File: config.mk
export PLATFORM = sky130hd
export DESIGN_NAME = nvsave_ctrl
export DESIGN_NICKNAME = d
export VERILOG_FILES = /design/src/rtl/nvs_pkg.sv /design/src/rtl/nvs_timer.sv /design/src/rtl/nvs_trigger.sv /design/src/rtl/nvs_seq.sv /design/src/rtl/nvs_gate.sv /design/src/rtl/nvsave_ctrl.sv
export SDC_FILE = /design/constraint.sdc
export NUM_CORES = 1
export LEC_CHECK = 0
export BUFFER_PORTS_ARGS = -buffer_cell sky130_fd_sc_hd__buf_2
export CORE_MARGIN = 2
export CORE_UTILIZATION = 30
export DETAILED_ROUTE_END_ITERATION = 8
export SETUP_SLACK_MARGIN = 0.05
export SYNTH_ARGS = -nofsm -noshare
export SYNTH_HDL_FRONTEND = slang
export SYNTH_HIERARCHICAL = 1
export SYNTH_SLANG_ARGS = --single-unit
File: constraint.sdc
create_clock -name clk -period 4.4 [get_ports clk]
set_clock_uncertainty 0.2 [all_clocks]
set_input_delay 0.88 -clock clk [delete_from_list [all_inputs] [get_ports clk]]
set_output_delay 0.88 -clock clk [all_outputs]
set_load 0.02 [all_outputs]
File: src/rtl/nvs_pkg.sv
package nvs_pkg;

    typedef enum logic [2:0] {
        ST_IDLE,
        ST_GRACE,
        ST_ERASE,
        ST_PROG,
        ST_LOCK,
        ST_PFP,
        ST_CLEAR,
        ST_COPY
    } nvs_state_e;

    typedef enum logic [1:0] {
        STAT_IDLE    = 2'd0,
        STAT_GRACE   = 2'd1,
        STAT_SAVE    = 2'd2,
        STAT_RESTORE = 2'd3
    } nvs_status_e;

    typedef enum logic [2:0] {
        REQ_NONE,
        REQ_RESTORE_PEND,
        REQ_PFAIL,
        REQ_SW_RESTORE,
        REQ_SW_SAVE,
        REQ_HW_SAVE,
        REQ_HW_SKIP
    } nvs_req_e;

    function automatic int unsigned max_u(input int unsigned a, input int unsigned b);
        return (a > b) ? a : b;
    endfunction

    function automatic nvs_status_e status_of(input nvs_state_e s);
        case (s)
            ST_GRACE:          return STAT_GRACE;
            ST_ERASE, ST_PROG: return STAT_SAVE;
            ST_CLEAR, ST_COPY: return STAT_RESTORE;
            default:           return STAT_IDLE;
        endcase
    endfunction

    // States in which this instance pulls the shared line low
    function automatic logic drives_line(input nvs_state_e s);
        return (s == ST_PFP) || (s == ST_GRACE) || (s == ST_ERASE) || (s == ST_PROG);
    endfunction

endpackage

File: src/rtl/nvs_timer.sv
module nvs_timer #(
    parameter int unsigned CW = 8
) (
    input  logic          clk,
    input  logic          rst,
    input  logic          load,
    input  logic [CW-1:0] load_val,
    output logic          done
);
    logic [CW-1:0] cnt_q;

    always_ff @(posedge clk) begin
        if (rst) begin
            cnt_q <= '0;
        end else if (load) begin
            cnt_q <= load_val;
        end else if (cnt_q != '0) begin
            cnt_q <= cnt_q - 1'b1;
        end
    end

    assign done = (cnt_q == '0);
endmodule

File: src/rtl/nvs_trigger.sv
module nvs_trigger import nvs_pkg::*; (
    input  logic     clk,
    input  logic     rst,
    input  logic     idle,
    input  logic     sw_save_req,
    input  logic     sw_restore_req,
    input  logic     low_volt,
    input  logic     below_reset,
    input  logic     busy_in,
    input  logic     written,
    output nvs_req_e req
);
    logic lv_q;
    logic pf_arm_q;
    logic restore_pend_q;
    logic pf_now;

    // A supply fall is remembered until served or until the supply recovers
    assign pf_now = pf_arm_q | (low_volt & ~lv_q);

    always_comb begin
        req = REQ_NONE;
        if (idle) begin
            if (restore_pend_q && !low_volt) begin
                req = REQ_RESTORE_PEND;
            end else if (pf_now) begin
                req = REQ_PFAIL;
            end else if (sw_restore_req) begin
                req = REQ_SW_RESTORE;
            end else if (sw_save_req && !low_volt) begin
                req = REQ_SW_SAVE;
            end else if (!busy_in && !low_volt) begin
                req = written ? REQ_HW_SAVE : REQ_HW_SKIP;
            end
        end
    end

    always_ff @(posedge clk) begin
        if (rst) begin
            lv_q           <= 1'b0;
            pf_arm_q       <= 1'b0;
            restore_pend_q <= 1'b1;
        end else begin
            lv_q     <= low_volt;
            pf_arm_q <= low_volt && pf_now && (req != REQ_PFAIL);
            if (below_reset) begin
                restore_pend_q <= 1'b1;
            end else if (req == REQ_RESTORE_PEND) begin
                restore_pend_q <= 1'b0;
            end
        end
    end
endmodule

File: src/rtl/nvs_seq.sv
module nvs_seq import nvs_pkg::*; #(
    parameter int unsigned GRACE_CYC = 16,
    parameter int unsigned ERASE_CYC = 1000,
    parameter int unsigned PROG_CYC  = 4000,
    parameter int unsigned CLEAR_CYC = 64,
    parameter int unsigned COPY_CYC  = 256,
    parameter int unsigned PF_CYC    = 8
) (
    input  logic       clk,
    input  logic       rst,
    input  nvs_req_e   req,
    input  logic       busy_in,
    input  logic       written,
    output nvs_state_e state,
    output logic       nv_done
);
    localparam int unsigned MAXD = max_u(max_u(max_u(GRACE_CYC, ERASE_CYC), max_u(PROG_CYC, CLEAR_CYC)),
                                         max_u(COPY_CYC, PF_CYC));
    localparam int unsigned CW   = $clog2(MAXD + 1);

    nvs_state_e    state_q;
    nvs_state_e    nxt;
    logic          load;
    logic          done;
    logic [CW-1:0] load_val;

    function automatic logic [CW-1:0] span(input nvs_state_e s);
        case (s)
            ST_GRACE: return CW'(GRACE_CYC - 1);
            ST_ERASE: return CW'(ERASE_CYC - 1);
            ST_PROG:  return CW'(PROG_CYC - 1);
            ST_CLEAR: return CW'(CLEAR_CYC - 1);
            ST_COPY:  return CW'(COPY_CYC - 1);
            ST_PFP:   return CW'(PF_CYC - 1);
            default:  return '0;
        endcase
    endfunction

    always_comb begin
        nxt = state_q;
        case (state_q)
            ST_IDLE: begin
                case (req)
                    REQ_RESTORE_PEND, REQ_SW_RESTORE: nxt = ST_CLEAR;
                    REQ_PFAIL:   nxt = ST_PFP;
                    REQ_SW_SAVE: nxt = ST_ERASE;
                    REQ_HW_SAVE: nxt = ST_GRACE;
                    REQ_HW_SKIP: nxt = ST_LOCK;
                    default:     nxt = ST_IDLE;
                endcase
            end
            ST_GRACE: if (done) nxt = ST_ERASE;
            ST_ERASE: if (done) nxt = ST_PROG;
            ST_PROG:  if (done) nxt = ST_LOCK;
            ST_LOCK:  if (busy_in) nxt = ST_IDLE;
            ST_PFP:   if (done) nxt = (written && !busy_in) ? ST_GRACE : ST_IDLE;
            ST_CLEAR: if (done) nxt = ST_COPY;
            ST_COPY:  if (done) nxt = ST_IDLE;
            default:  nxt = ST_IDLE;
        endcase
    end

    assign load     = (nxt != state_q);
    assign load_val = span(nxt);

    nvs_timer #(.CW(CW)) u_timer (
        .clk      (clk),
        .rst      (rst),
        .load     (load),
        .load_val (load_val),
        .done     (done)
    );

    always_ff @(posedge clk) begin
        if (rst) state_q <= ST_IDLE;
        else     state_q <= nxt;
    end

    assign state   = state_q;
    assign nv_done = done && ((state_q == ST_PROG) || (state_q == ST_COPY));
endmodule

File: src/rtl/nvs_gate.sv
module nvs_gate import nvs_pkg::*; (
    input  logic       clk,
    input  logic       rst,
    input  nvs_state_e state,
    input  logic       acc_rd,
    input  logic       acc_wr,
    input  logic       low_volt,
    input  logic       busy_in,
    input  logic       clr_written,
    output logic       rd_en,
    output logic       wr_en,
    output logic       written
);
    logic wr_cont_q;
    logic written_q;

    always_comb begin
        rd_en = 1'b0;
        wr_en = 1'b0;
        case (state)
            ST_IDLE: begin
                rd_en = acc_rd;
                wr_en = acc_wr && !low_volt && (busy_in || wr_cont_q);
            end
            ST_GRACE: begin
                rd_en = acc_rd;
                wr_en = acc_wr && !low_volt && wr_cont_q;
            end
            ST_PFP: rd_en = acc_rd;
            default: begin
                rd_en = 1'b0;
                wr_en = 1'b0;
            end
        endcase
    end

    always_ff @(posedge clk) begin
        if (rst) begin
            wr_cont_q <= 1'b0;
            written_q <= 1'b0;
        end else begin
            wr_cont_q <= wr_en;
            written_q <= clr_written ? 1'b0 : (written_q | wr_en);
        end
    end

    assign written = written_q;
endmodule

File: src/rtl/nvsave_ctrl.sv
module nvsave_ctrl import nvs_pkg::*; #(
    parameter int unsigned GRACE_CYC = 16,
    parameter int unsigned ERASE_CYC = 1000,
    parameter int unsigned PROG_CYC  = 4000,
    parameter int unsigned CLEAR_CYC = 64,
    parameter int unsigned COPY_CYC  = 256,
    parameter int unsigned PF_CYC    = 8
) (
    input  logic       clk,
    input  logic       rst,
    input  logic       sw_save_req,
    input  logic       sw_restore_req,
    input  logic       low_volt,
    input  logic       below_reset,
    input  logic       busy_in,
    input  logic       acc_rd,
    input  logic       acc_wr,
    output logic       busy_pull,
    output logic       rd_en,
    output logic       wr_en,
    output logic       erase_en,
    output logic       prog_en,
    output logic       clear_en,
    output logic       copy_en,
    output logic       written,
    output logic [1:0] status
);
    nvs_state_e state;
    nvs_req_e   req;
    logic       nv_done;

    nvs_trigger u_trig (
        .clk            (clk),
        .rst            (rst),
        .idle           (state == ST_IDLE),
        .sw_save_req    (sw_save_req),
        .sw_restore_req (sw_restore_req),
        .low_volt       (low_volt),
        .below_reset    (below_reset),
        .busy_in        (busy_in),
        .written        (written),
        .req            (req)
    );

    nvs_seq #(
        .GRACE_CYC (GRACE_CYC),
        .ERASE_CYC (ERASE_CYC),
        .PROG_CYC  (PROG_CYC),
        .CLEAR_CYC (CLEAR_CYC),
        .COPY_CYC  (COPY_CYC),
        .PF_CYC    (PF_CYC)
    ) u_seq (
        .clk     (clk),
        .rst     (rst),
        .req     (req),
        .busy_in (busy_in),
        .written (written),
        .state   (state),
        .nv_done (nv_done)
    );

    nvs_gate u_gate (
        .clk         (clk),
        .rst         (rst),
        .state       (state),
        .acc_rd      (acc_rd),
        .acc_wr      (acc_wr),
        .low_volt    (low_volt),
        .busy_in     (busy_in),
        .clr_written (nv_done),
        .rd_en       (rd_en),
        .wr_en       (wr_en),
        .written     (written)
    );

    assign busy_pull = drives_line(state);
    assign erase_en  = (state == ST_ERASE);
    assign prog_en   = (state == ST_PROG);
    assign clear_en  = (state == ST_CLEAR);
    assign copy_en   = (state == ST_COPY);
    assign status    = status_of(state);
endmodule

* Word-level counts from Yosys, hierarchy flattened
Cells that the tools add are included.
Storage, ports and cells: register bits 20, bits of input ports 9, bits in writable memories 0, latch bits 0, output and inout port bits 10, memories 0, word-level logic and storage cells 83, ROM bits 0
Operators by class: shifts and indexed selects 0, bitwise logic cells 4, magnitude comparators 0, $add $sub $neg 1, divide/modulo/power cells 0, reduce and logical (&&, ||, !) cells 27, equality and inequality tests 21, muxes and demuxes 23, $mul 0
Operators with widths (count):
- $pmux W12 S6 | 1
- $mux W3 | 13
- $eq A3 B3 Y1 const B | 10
- $mux W12 | 2
- $pmux W3 S8 | 1
- $eq A3 B2 Y1 const B | 6
- $pmux W3 S5 | 1
- $logic_not A12 Y1 | 1
- $reduce_bool A12 Y1 | 1
- $sub A12 B1 Y12 const B | 1
- $logic_and A1 B1 Y1 | 10
- $reduce_or A2 Y1 | 5
- $eq A3 B1 Y1 const B | 3
- $pmux W2 S3 | 1
- $logic_or A1 B1 Y1 | 5
- $logic_not A3 Y1 | 1
- $ne A3 B2 Y1 const B | 1
- $ne A3 B3 Y1 | 1
- $reduce_or A3 Y1 | 1
- $logic_not A1 Y1 | 2
- $mux W1 | 2
- $mux W2 | 1
- $or A1 B1 Y1 | 2
- $pmux W1 S2 | 1
- 3 further kinds | 3

* Depth between registers and ports, before layout
word-level depth 15, mapped depth 14, depth with buffers taken out 13

* Cells and area by module
Netlist, hierarchy kept.
By module, submodules not included:
- nvs_timer | sequential area each 240.2 µm², instances 1, area each 729.4 µm², cells each 93
- nvs_seq | sequential area each 60.1 µm², instances 1, area each 379.1 µm², cells each 54
- nvs_trigger | sequential area each 60.1 µm², instances 1, area each 183.9 µm², cells each 24
- nvs_gate | sequential area each 40.0 µm², instances 1, area each 118.9 µm², cells each 13
- nvsave_ctrl | sequential area each 0.0 µm², instances 1, area each 55.1 µm², cells each 11

* Worst setup path after synthesis
OpenSTA, ideal clock, no wires.
path type input to register, start point input port low_volt, end point register u_seq.u_timer.cnt_q[9], data required time 4080 ps, slack 1169 ps, cell stages on the path 11, path buffers 2, setup time 120 ps, arrival 2911 ps, cell sequence nor4_1 > o41ai_2 > a21oi_1 > or3b_1 > o21ai_0 > a21oi_1 > o211ai_1 > clkbuf_1 > clkbuf_1 > a21oi_1 > o31a_1
Between the ends: elaborated cells between the ends (all ways) 31, those cells by class eq/ne (13); mux (10); bitwise (2); reduce/logical (6)
RTL lines:
- start: declaration | RTL line nvsave_ctrl.sv:13 | input logic low_volt,
- $logic_not A1 Y1 | RTL line nvs_trigger.sv:24, nvs_trigger.sv:30, nvs_trigger.sv:32
- $logic_and A1 B1 Y1 | RTL line nvs_trigger.sv:32 | end else if (!busy_in && !low_volt) begin
- $mux W3 | RTL line nvs_trigger.sv:32
- $mux W3 | RTL line nvs_trigger.sv:30 | end else if (sw_save_req && !low_volt) begin
- $mux W3 | RTL line nvs_trigger.sv:28 | end else if (sw_restore_req) begin
- $mux W3 | RTL line nvs_trigger.sv:26 | end else if (pf_now) begin
- $mux W3 * | RTL line nvs_trigger.sv:24 | if (restore_pend_q && !low_volt) begin
- $mux W3 * | RTL line nvs_trigger.sv:23 | if (idle) begin
- via req[1] | RTL line nvsave_ctrl.sv:29 | nvs_req_e req;
- $eq A3 B1 Y1 or $eq A3 B2 Y1 (tied branches) | RTL line nvs_seq.sv:43 | case (req)
- $reduce_or A2 Y1 | RTL line nvs_seq.sv:43
- $pmux W3 S5 * | RTL line nvs_seq.sv:43
- $pmux W3 S8 * | RTL line nvs_seq.sv:41 | case (state_q)
- $ne A3 B3 Y1 * | RTL line nvs_seq.sv:63 | assign load = (nxt != state_q);
- via u_seq.load | RTL line nvs_seq.sv:23 | logic load;
- $mux W12 or $reduce_bool A2 Y1 (tied branches)
- end signal: assignment | RTL line nvs_timer.sv:16 | cnt_q <= load_val;
- end signal: assignment | RTL line nvs_timer.sv:18 | cnt_q <= cnt_q - 1'b1;
- end: declaration | RTL line nvs_timer.sv:10 | logic [CW-1:0] cnt_q;
Mark *: on every way through the listed nets, which the timed path passes. The rest lies on a longest branch. A chain may end at the register's enable or synchronous reset.

* Final worst setup path
start point register u_seq.u_timer.cnt_q[0], end point register u_seq.u_timer.cnt_q[0]
Between the ends: elaborated cells between the ends (all ways) 21, those cells by class add/sub (1); eq/ne (7); mux (10); reduce/logical (3)
RTL lines:
- $logic_not A12 Y1 * | RTL line nvs_timer.sv:22 | assign done = (cnt_q == '0);
- via u_seq.done | RTL line nvs_seq.sv:24 | logic done;
- $mux W3, or another cell as far along | RTL line nvs_seq.sv:58 | ST_COPY: if (done) nxt = ST_IDLE;
- $pmux W3 S8 * | RTL line nvs_seq.sv:41
- $ne A3 B3 Y1 * | RTL line nvs_seq.sv:63
- via u_seq.load | RTL line nvs_seq.sv:23
- $mux W12 or $reduce_bool A2 Y1 (tied branches)
Mark *: on every way through the listed nets, which the timed path passes. The rest lies on a longest branch. The select of a mux whose other input is x is not followed.

==> impl_metrics.toml <==
[outcome]
status = "complete, no violations"

[detailed_routing]
num_vias = 1394
drc = 0
drtIter0Drc = 76
ant_nets = 0
drt-vias-per-instance = 5.03
wl_per_cell_um = 12.0
first_pass_iters = 4
wirelength_um = 3310

[die]
dieArea_um2 = 5460
die_w_um = 73.9
die_h_um = 73.9
ioPinCount = 19
core_um2 = 4720
row_count = 25
start_util_pct = 31.0

[synthesis]
ys_ff_latch = 20
synth_area_um2 = 1470
synth_ff_type = "dfxtp_1"
avgSynthCellArea_um2 = 7.52
synth_async_sr_flop_share_pct = 0
synth_edf_count = 0
yosysUniqueCellTypes = 48
synthesis.nets = 206
synth-seq-area-share_pct = 27.3
syn-instance-count = 195
yosys_warnings = 6

[cts]
cts_tree = "built"
clock_path_buffers = 2
cts_resized = 0
path_clk_slew_ps = 70
post_cts_buffers = 0
clk_latency_ps = 260
cts_buffers = 3
htreeDepth = 1
hold_buffers = 0
cts_sinks = 20
clockRootBuffer = "clkbuf_8"

[worst_hold_path]
worstHoldStart = "u_gate/wr_cont_q$_SDFF_PP0_"
hold_class = "flip-flop to flip-flop"
holdPathStages = 2
hold-path-endpoint = "u_gate/wr_cont_q$_SDFF_PP0_"

[power]
clockPowerShare_pct = 8.4
internal_power_mw = 0.709
peakVddDrop_mv = 0.413
switching_share_pct = 50.8
powerDensity_nw_per_um2 = 871
finalPower_mw = 1.44
p_sw_mw = 0.732
seq_power_share_pct = 23.5
p_comb_share_pct = 68.1
leakage_nw = 0.665

[global_route]
track_usage_pct = 12.9
grt_pass1_vias = 1275
use_met3_pct = 2.74
grt_start_max_net_pins = 24
grt_pass1_wl_um = 5640
gr-total-overflow = 0
gr-max-usage-layer = "met2"
use_met1_pct = 18.1
met2_usage_pct = 19.7
antenna_found_initial = 0

[layout]
seq_area_um2 = 400
finalInstanceArea_um2 = 1650
antennaDiodeCount = 0
fillers = 527
drive_gt1_share_pct = 18.6
finalNonFillerCells = 277
finalCoreUtilization_pct = 35.0
fin_nets = 223
multi_input_area_um2 = 952
final_common_cell = "nor2_1"
area_growth_pct = 12.8
most-common-layout-cells = "nor2_1, inv_1, dfxtp_1"

[setup_path]
crit_arrival_ps = 3620
endpoint_kind = "flip-flop"
worstPathRequired_ps = 4330
r2r-end = "u_seq/u_timer/cnt_q[0]$_SDFFE_PP0P_"
path_class = "flip-flop to flip-flop"
r2r_start = "u_seq/u_timer/cnt_q[0]$_SDFFE_PP0P_"
path_cells = "inv_1 -> ha_1 -> nor3b_1 -> nand3_1 -> inv_1 -> or2b_1 -> a21oi_1 -> nor3_1 -> a21oi_1 -> o211ai_1 -> buf_4 -> nor3_1 -> mux2i_1 -> o21ai_0"
crit_family = "simple AND/OR/NAND/NOR gates"
r2r_setup_slack_ps = 710
critPathSlowestCell = "o211ai_1"
crit_fanout = 12
crit_buf_inv = 3
slowest_delay_ps = 560
crit_path_start_kind = "flip-flop"
reg2regPathDepth = 14

[timing]
finalSetupViolCount = 0
hold_violations = 0
fin_ws_ps = 712
maxSlewViolCount = 0
fin_crit_sh_pct = 83.8
worst_pin_slew_ps = 638
rsz0062_at_grt = "no"
fmax_mhz = 271
relSlewSlack_pct = 57.3
finalSetupTns_ps = 0
hold_slack_ps = 279
fin_crit_ps = 3690

[place]
pre_cts_slack_ps = 710
port-buffer-count = 18
hpwl_um = 2480
placed_cells = 274
gp_congestion = 0.902
placed_cell_area_um2 = 1610

[run]
cap_viol_max_count = 0
==> power groups by stage <==
stage | clock network (mW) | registers, mW | logic, mW
2_1_floorplan | 0 | 0.311 | 0.822
3_5_place_dp | 0 | 0.342 | 0.972
4_1_cts | 0.125 | 0.337 | 0.978
6_report | 0.121 | 0.339 | 0.981
3_3_place_gp | 0 | 0.342 | 0.977
5_1_grt | 0.130 | 0.352 | 1.11
==> tightest hold or removal path: cells and delay by family (launching register included) <==
| family | cells | cell delay, ps |
|---|---|---|
| buffers and inverters | 1 | 60 |
| AO/OA/AOI/OAI | 1 | 60 |
| flip-flops | 1 | 310 |
==> state kept, by name (all words and copies together) (netlist names) <==
register / flops
u_gate/wr_cont_q: 1
u_seq/state: 3
u_trig/lv_q: 1
u_seq/u_timer/cnt_q: 12
u_gate/written: 1
u_trig/restore_pend_q: 1
u_trig/pf_arm_q: 1
==> routing by layer <==
layer,part of all wire [%],vias up
met2,44,23
met3,3.6,4
met4,1.0,0
met1,51,641
met5,0,-
li1,-,726
==> worst max-delay path by stage <==
stage	start	to	slack, ps	cells past startpoint
4_1_cts	u_seq/u_timer/cnt_q[0]$_SDFFE_PP0P_	u_seq/u_timer/cnt_q[0]$_SDFFE_PP0P_	720	14
3_3_place_gp	busy_in	u_seq/u_timer/cnt_q[1]$_SDFFE_PP0P_	740	13
6_report	u_seq/u_timer/cnt_q[0]$_SDFFE_PP0P_	u_seq/u_timer/cnt_q[0]$_SDFFE_PP0P_	710	14
5_1_grt	u_seq/u_timer/cnt_q[0]$_SDFFE_PP0P_	u_seq/u_timer/cnt_q[5]$_SDFFE_PP0P_	260	13
2_1_floorplan	low_volt	u_seq/u_timer/cnt_q[9]$_SDFFE_PP0P_	1170	11
3_5_place_dp	busy_in	u_seq/u_timer/cnt_q[0]$_SDFFE_PP0P_	710	13
==> synthesized netlist by cell type, types with 2 or more instances <==
cell type,number,area [µm²]
nand3b_1,2,15.0
o21a_1,2,15.0
clkbuf_1,5,18.8
nor2_1,25,93.8
nand2_1,14,52.6
a21oi_2,3,26.3
o31a_1,2,17.5
a211oi_1,6,45.0
nand3_1,3,15.0
xnor2_1,2,17.5
and2b_2,2,17.5
a211o_1,2,17.5
a311oi_1,2,17.5
a221oi_1,4,35.0
dfxtp_1,20,400
ha_1,2,25.0
inv_1,21,78.8
or3b_1,2,17.5
or3_1,2,12.5
o21ai_0,6,30.0
nand2b_1,3,18.8
a21oi_1,14,70.1
and3_1,2,12.5
mux2i_1,4,40.0
a221oi_2,2,30.0
nor3b_1,2,15.0
nor2b_1,3,18.8
nor3_1,15,75.1
nor4_1,4,25.0
==> area by class of cell <==
class	count	share of cell area, %
well taps	67	5.07
clock buffers	3	2.50
multi-input cells	147	57.6
flip-flops and latches	20	24.2
repair buffers	19	5.90
inverters	21	4.77
==> cells by family after synthesis <==
logic type	count (synthesis)	share of synthesized area [%]
muxes	4	2.73
adders and majority gates	2	1.71
buffers and inverters	28	7.76
and+or+nand+nor	90	34.0
DFF	20	27.3
xor gates and xnor gates	2	1.19
AOI/OAI and AO/OA	49	25.3
(Power assumes the default switching activity.)
